==> config.mk <==
export PLATFORM = sky130hd
export DESIGN_NAME = ppr_match
export DESIGN_NICKNAME = d
export VERILOG_FILES = /design/src/rtl/ppr_pkg.sv /design/src/rtl/ppr_cfg_reg.sv /design/src/rtl/ppr_addr_cmp.sv /design/src/rtl/ppr_resolve.sv /design/src/rtl/ppr_match.sv
export SDC_FILE = /design/constraint.sdc
export NUM_CORES = 1
export LEC_CHECK = 0
export BUFFER_PORTS_ARGS = -buffer_cell sky130_fd_sc_hd__buf_2
export CORE_MARGIN = 2
export CORE_UTILIZATION = 45
export CTS_CLUSTER_DIAMETER = 80
export DETAILED_ROUTE_END_ITERATION = 10
export GPL_TIMING_DRIVEN = 1
export PLACE_DENSITY = 0.81
export SLEW_MARGIN = 20
export SYNTH_ARGS = -nofsm -noshare
export SYNTH_HDL_FRONTEND = slang
export SYNTH_SLANG_ARGS = --single-unit
==> constraint.sdc <==
create_clock -name clk -period 3.3 [get_ports clk]
set_input_delay 0.66 -clock clk [delete_from_list [all_inputs] [get_ports clk]]
set_output_delay 0.66 -clock clk [all_outputs]
set_load 0.05 [all_outputs]
==> src/rtl/ppr_pkg.sv <==
package ppr_pkg;
  localparam int ADDR_W    = 32;
  localparam int PAGE_LSB  = 12;
  localparam int SIZE_W    = 5;
  localparam int CODE_MIN  = 3;
  localparam int CODE_MAX  = 22;
  localparam int CODE_BIAS = 9;
  localparam int ATTR_W    = 3;

  typedef enum logic [ATTR_W-1:0] {
    ATTR_NONCACHE = 3'b000,
    ATTR_STRONG   = 3'b001,
    ATTR_DEVICE   = 3'b011,
    ATTR_WTHRU    = 3'b110,
    ATTR_WBACK    = 3'b111
  } attr_e;

  // Size code is usable only inside the legal band.
  function automatic logic size_code_ok(input logic [SIZE_W-1:0] code);
    return (int'(code) >= CODE_MIN) && (int'(code) <= CODE_MAX);
  endfunction

  // Lowest address bit that takes part in the compare for a code.
  function automatic logic [7:0] cmp_low_bit(input logic [SIZE_W-1:0] code);
    return 8'(code) + 8'(CODE_BIAS);
  endfunction

  // Mask of register bits that hold state.
  function automatic logic [ADDR_W-1:0] cfg_keep_mask();
    logic [ADDR_W-1:0] m;
    m = '0;
    for (int i = 0; i < ADDR_W; i++)
      m[i] = (i >= PAGE_LSB) || (i < SIZE_W);
    return m;
  endfunction
endpackage

==> src/rtl/ppr_cfg_reg.sv <==
module ppr_cfg_reg
  import ppr_pkg::*;
#(
  parameter int AW = ADDR_W,
  parameter int PL = PAGE_LSB,
  parameter int SW = SIZE_W
) (
  input  logic          clk,
  input  logic          rst_n,
  input  logic          wr_en,
  input  logic [AW-1:0] wdata,
  output logic [AW-1:PL] base_q,
  output logic [SW-1:0] size_q,
  output logic [AW-1:0] rdata
);
  localparam int GAP_W = PL - SW;

  always_ff @(posedge clk) begin
    if (!rst_n) begin
      base_q <= '0;
      size_q <= '0;
    end else if (wr_en) begin
      base_q <= wdata[AW-1:PL];
      size_q <= wdata[SW-1:0];
    end
  end

  assign rdata = {base_q, {GAP_W{1'b0}}, size_q};
endmodule

==> src/rtl/ppr_addr_cmp.sv <==
module ppr_addr_cmp
  import ppr_pkg::*;
#(
  parameter int AW = ADDR_W,
  parameter int PL = PAGE_LSB,
  parameter int SW = SIZE_W
) (
  input  logic [AW-1:PL] base,
  input  logic [SW-1:0]  size,
  input  logic [AW-1:0]  addr,
  input  logic           is_data,
  output logic           size_ok,
  output logic           region_hit
);
  logic [7:0]     low_bit;
  logic [AW-1:PL] bit_used;
  logic [AW-1:PL] bit_diff;

  assign low_bit = cmp_low_bit(size);
  assign size_ok = size_code_ok(size);

  for (genvar i = PL; i < AW; i++) begin : g_bit
    assign bit_used[i] = (8'(i) >= low_bit);
    assign bit_diff[i] = bit_used[i] & (addr[i] ^ base[i]);
  end

  assign region_hit = size_ok & is_data & ~(|bit_diff);
endmodule

==> src/rtl/ppr_resolve.sv <==
module ppr_resolve
  import ppr_pkg::*;
(
  input  logic              region_hit,
  input  logic              acc_valid,
  input  logic              acc_unaligned,
  input  logic              acc_excl,
  input  logic [ATTR_W-1:0] in_attr,
  input  logic              in_shared,
  input  logic              tcm_hit,
  input  logic              tcm_cache_mode,
  output logic              win_hit,
  output logic              tcm_claims,
  output logic [ATTR_W-1:0] out_attr,
  output logic              out_shared,
  output logic              port_sel,
  output logic              port_err,
  output logic              tcm_sel
);
  logic bad_kind;

  // A plain-mode memory keeps overlapping addresses; cache mode yields.
  assign tcm_claims = tcm_hit & ~tcm_cache_mode;
  assign win_hit    = region_hit & ~tcm_claims;
  assign bad_kind   = acc_unaligned | acc_excl;

  always_comb begin
    out_attr   = in_attr;
    out_shared = in_shared;
    if (win_hit) begin
      out_attr   = ATTR_DEVICE;
      out_shared = 1'b0;
    end
  end

  assign port_sel = acc_valid & win_hit & ~bad_kind;
  assign port_err = acc_valid & win_hit & bad_kind;
  assign tcm_sel  = acc_valid & tcm_hit & ~win_hit;
endmodule

==> src/rtl/ppr_match.sv <==
module ppr_match
  import ppr_pkg::*;
#(
  parameter int AW = ADDR_W,
  parameter int PL = PAGE_LSB,
  parameter int SW = SIZE_W
) (
  input  logic              clk,
  input  logic              rst_n,
  input  logic              cfg_wr_en,
  input  logic [AW-1:0]     cfg_wdata,
  output logic [AW-1:0]     cfg_rdata,
  input  logic              acc_valid,
  input  logic [AW-1:0]     acc_addr,
  input  logic              acc_is_data,
  input  logic              acc_unaligned,
  input  logic              acc_excl,
  input  logic [ATTR_W-1:0] in_attr,
  input  logic              in_shared,
  input  logic              tcm_hit,
  input  logic              tcm_cache_mode,
  output logic [ATTR_W-1:0] out_attr,
  output logic              out_shared,
  output logic              port_sel,
  output logic              port_err,
  output logic              tcm_sel
);
  logic [AW-1:PL] base_q;
  logic [SW-1:0]  size_q;
  logic           size_ok;
  logic           region_hit;
  logic           win_hit;
  logic           tcm_claims;

  ppr_cfg_reg #(.AW(AW), .PL(PL), .SW(SW)) u_cfg (
    .clk(clk), .rst_n(rst_n), .wr_en(cfg_wr_en), .wdata(cfg_wdata),
    .base_q(base_q), .size_q(size_q), .rdata(cfg_rdata)
  );

  ppr_addr_cmp #(.AW(AW), .PL(PL), .SW(SW)) u_cmp (
    .base(base_q), .size(size_q), .addr(acc_addr), .is_data(acc_is_data),
    .size_ok(size_ok), .region_hit(region_hit)
  );

  ppr_resolve u_res (
    .region_hit(region_hit), .acc_valid(acc_valid),
    .acc_unaligned(acc_unaligned), .acc_excl(acc_excl),
    .in_attr(in_attr), .in_shared(in_shared),
    .tcm_hit(tcm_hit), .tcm_cache_mode(tcm_cache_mode),
    .win_hit(win_hit), .tcm_claims(tcm_claims),
    .out_attr(out_attr), .out_shared(out_shared),
    .port_sel(port_sel), .port_err(port_err), .tcm_sel(tcm_sel)
  );
endmodule

==> impl_metrics.csv <==
group,metric,value,unit
status,status,"complete, but fails checks",
status,failed_checks,"negative setup slack",
synthesis,synth_area,0.002073,mm²
pwr,p_clk_share,20.2,%
floorplan,die_w,71.88,µm
grt,grt_pass1_wl,8811,µm
pwr,leakagePower,1.351,nW
final_layout,multi_input_area,0.001572,mm²
place,portBuffers,89,
clocking,cts_buffers,3,
synthesis,async_reset_ff_share,0,%
final_layout,nets,423,
synthesis,synth_edf_count,0,
pwr,internal-power,0.5580,mW
sta,tightest_slew,0.7281,ns
synthesis,ys_seq_area_share,24.14,%
synthesis,synth_top_area_share,24.14,%
worst_hold_path,holdPathEnd,"u_cfg.base_q[17]",
clocking,cts_tree,"built",
clocking,clk_pin_slew,0.09,ns
flow_run,drv_cap,0,
worst_setup_path,r2r_slack,2.25,ns
pwr,seq_power_share,37.8,%
grt,grt_max_degree,26,
worst_setup_path,critPathMaxStageDelay,0.52,ns
sta,slew-limit-headroom,51.46,%
final_layout,diodes,0,
synthesis,synth.area.top_cells,"dfxtp_1 (24%), mux2i_1 (12%), nor2b_1 (9.1%)",
place,gp_congestion,0.9512,
synthesis,synthFlopType,"dfxtp_1",
route,ant_nets,0,
route,drtIter0Drc,180,
worst_setup_path,r2r_cells,4,
synthesis,synth_warnings,0,
synthesis,postSynthAreaPerCell,8.532,µm²
route,avgRoutedWirePerCell,15.11,µm
floorplan,start_util,47.29,%
clocking,cts_hold_buf,0,
worst_hold_path,hold-path-cell-count,2,
route,via_per_inst,5.515,
worst_hold_path,hold_class,"register to register",
final_layout,layout-area-overhead-vs-synth,40.13,%
floorplan,die_h,71.88,µm
floorplan,core_area,0.004384,mm²
synthesis,synth_top_cell_by_area,"dfxtp_1",
sta,setup_viol,1,
worst_setup_path,rr_endpoint,"u_cfg.size_q[0]",
synthesis,synth.distinct_cells,56,
pwr,cellPowerDensity,310.3,mW/mm²
route,routed_wl,5922,µm
clocking,insertion_delay,0.27,ns
clocking,cts_root_buf,"clkbuf_8",
grt,antenna_found_initial,0,
synthesis,synth_cells,243,
floorplan,rows,24,
pwr,p_switching,0.3435,mW
worst_setup_path,crit_type,"register to output pin",
floorplan,die-area,0.005166,mm²
worst_setup_path,end_kind,"output pin",
floorplan,ioPinCount,116,
sta,period_needed,3.310,ns
sta,setup_ws,-0.009676,ns
sta,hold_viol_final,0,
place,place_inst,379,
sta,drv_slew,0,
worst_setup_path,crit_slowest_cell,"or4b_4",
worst_hold_path,hold_path_startpoint,"u_cfg.base_q[17]",
clocking,clk_path_buf_depth,2,
final_layout,fillCellCount,379,
synthesis,ys_ff_latch,25,
route,vias,2162,
worst_setup_path,crit_fanout,6,
worst_setup_path,cp-start-kind,"register",
worst_setup_path,critPathRequiredTime,2.64,ns
worst_setup_path,critPathLaunch,"u_cfg.size_q[0]",
route,drc,0,
final_layout,drive_above_1_share,43.24,%
worst_setup_path,crit_chain,"buf_8 > inv_4 > ha_4 > nand2_1 > a21oi_2 > o31a_1 > or4b_4 > o21a_4 > nor4b_4 > buf_6",
final_layout,final-instance-count-excl-fill,392,
sta,rsz0062_at_grt,"yes",
pwr,ir_drop,0.0002383,V
grt,overflow,0,
route,dr.pass1.iters,4,
final_layout,finalInstanceArea,0.002905,mm²
place,dpl_cell_area,0.002577,mm²
final_layout,ff_latch_area,510.5,µm²
worst_setup_path,cp.arrival,2.65,ns
clocking,clock-sinks,25,
place,dp_hpwl,4305,µm
sta,finalClockSkew,0,ns
sta,fmax,0.3021,GHz
sta,finalCritPeriodShare,100.3,%
worst_setup_path,rr_startpoint,"u_cfg.size_q[0]",
clocking,htree_num_levels,1,
grt,grt_pass1_vias,1964,
pwr,combinationalPowerShare,42.0,%
grt,track_usage,21.35,%
pwr,p_sw_share,38.10,%
==> power by group through the flow <==
stage,combinational [mW],sequential [mW],clock (mW)
2_1_floorplan,0.187,0.405,0
3_3_place_gp,0.325,0.345,0
3_5_place_dp,0.330,0.346,0
4_1_cts,0.351,0.340,0.184
5_1_grt,0.402,0.344,0.202
6_report,0.378,0.341,0.182
==> per-stage QoR <==
stage	TNS [ns]	util [%]	worst slack, ns	total power [mW]	hold WS, ns
floorplan	0	-	0.001339	0.5920	0.7451
global placement	0	58.79	0.02441	0.6703	0.5309
detailed placement	-0.01517	58.79	-0.01099	0.6762	0.5413
CTS	0	63.07	0.002730	0.8748	0.5518
global route	-0.1854	66.27	-0.08985	0.9482	0.5737
finish	-0.009676	66.27	-0.009676	0.9014	0.5469
==> synth_stat cells, types with 3 or more instances <==
| cell type | number |
|---|---|
| a21oi_1 | 17 |
| a22oi_1 | 3 |
| a311oi_1 | 3 |
| a31oi_1 | 4 |
| buf_2 | 5 |
| buf_4 | 7 |
| buf_6 | 3 |
| clkbuf_1 | 6 |
| dfxtp_1 | 25 |
| ha_1 | 5 |
| inv_1 | 8 |
| mux2i_1 | 25 |
| nand2_1 | 9 |
| nand2b_1 | 5 |
| nand4_1 | 5 |
| nor2_1 | 8 |
| nor2b_1 | 30 |
| o21ai_0 | 4 |
| xnor2_1 | 12 |
| xor2_1 | 11 |
==> placed cells by master, fill, tap and decap left out, types with 3 or more instances in the layout <==
master	n
a21oi_1	16
a22oi_1	3
a31oi_1	4
buf_2	86
buf_4	17
clkbuf_8	3
conb_1	7
dfxtp_1	21
ha_4	4
inv_1	7
mux2i_1	25
nand2_1	9
nand2b_1	4
nand4_1	5
nor2_1	8
nor2b_1	29
o21ai_0	3
xnor2_1	12
xor2_1	11
==> registers in the layout (all words and copies together), names as in the netlist <==
| signal | cells |
|---|---|
| u_cfg.base_q | 20 |
| u_cfg.size_q | 5 |
==> how the worst max path moves through the flow <==
stage	to	slack, ns	cells after the start
floorplan	port_err	0.001	9
global placement	port_err	0.02	8
detailed placement	port_sel	-0.01	9
CTS	port_sel	0.003	10
global route	port_err	-0.09	10
finish	port_err	-0.01	10
==> critical path: cells and delay by family (launching register included) <==
family / cells / cell delay (ns)
buffers and inverters: 3 / 0.39
AND/OR/NAND/NOR: 3 / 0.82
flip-flops: 1 / 0.37
AO/OA/AOI/OAI: 3 / 0.58
adder cells (fa/ha/maj): 1 / 0.22
==> timing repair <==
item | in CTS | in global routing
setup endpoints to repair | 7 | 7
setup buffers | 3 | 4
pin swaps | 5 | 6
resized for setup | 21 | 17
hold endpoints to repair | 0 | 0
gates cloned | 1 | 1
==> cell families after synthesis <==
group	Yosys count	synth area share, %
and+or+nand+nor	75	22.15
other	1	0.1809
AOI/OAI and AO/OA	57	18.95
xor gates and xnor gates	23	9.716
muxes	26	12.61
DFF	25	24.14
buffers and inverters	31	9.233
adders and majority gates	5	3.018
==> per-layer routing <==
metal  global-route usage, %  share of wire [%]
met1                   26.56                 42
met2                   37.04                 49
met3                   3.516                8.2
met4                   7.757                1.5
met5                       0                  0
==> final cells by class <==
class	count	area share (%)
Sequential cell	25	17.57
Tap cell	52	2.239
Multi-Input combinational cell	193	54.09
Inverter	8	1.120
Timing Repair Buffer	110	23.43
Clock buffer	4	1.550
No activity file was read; power rests on OpenSTA's default activity.
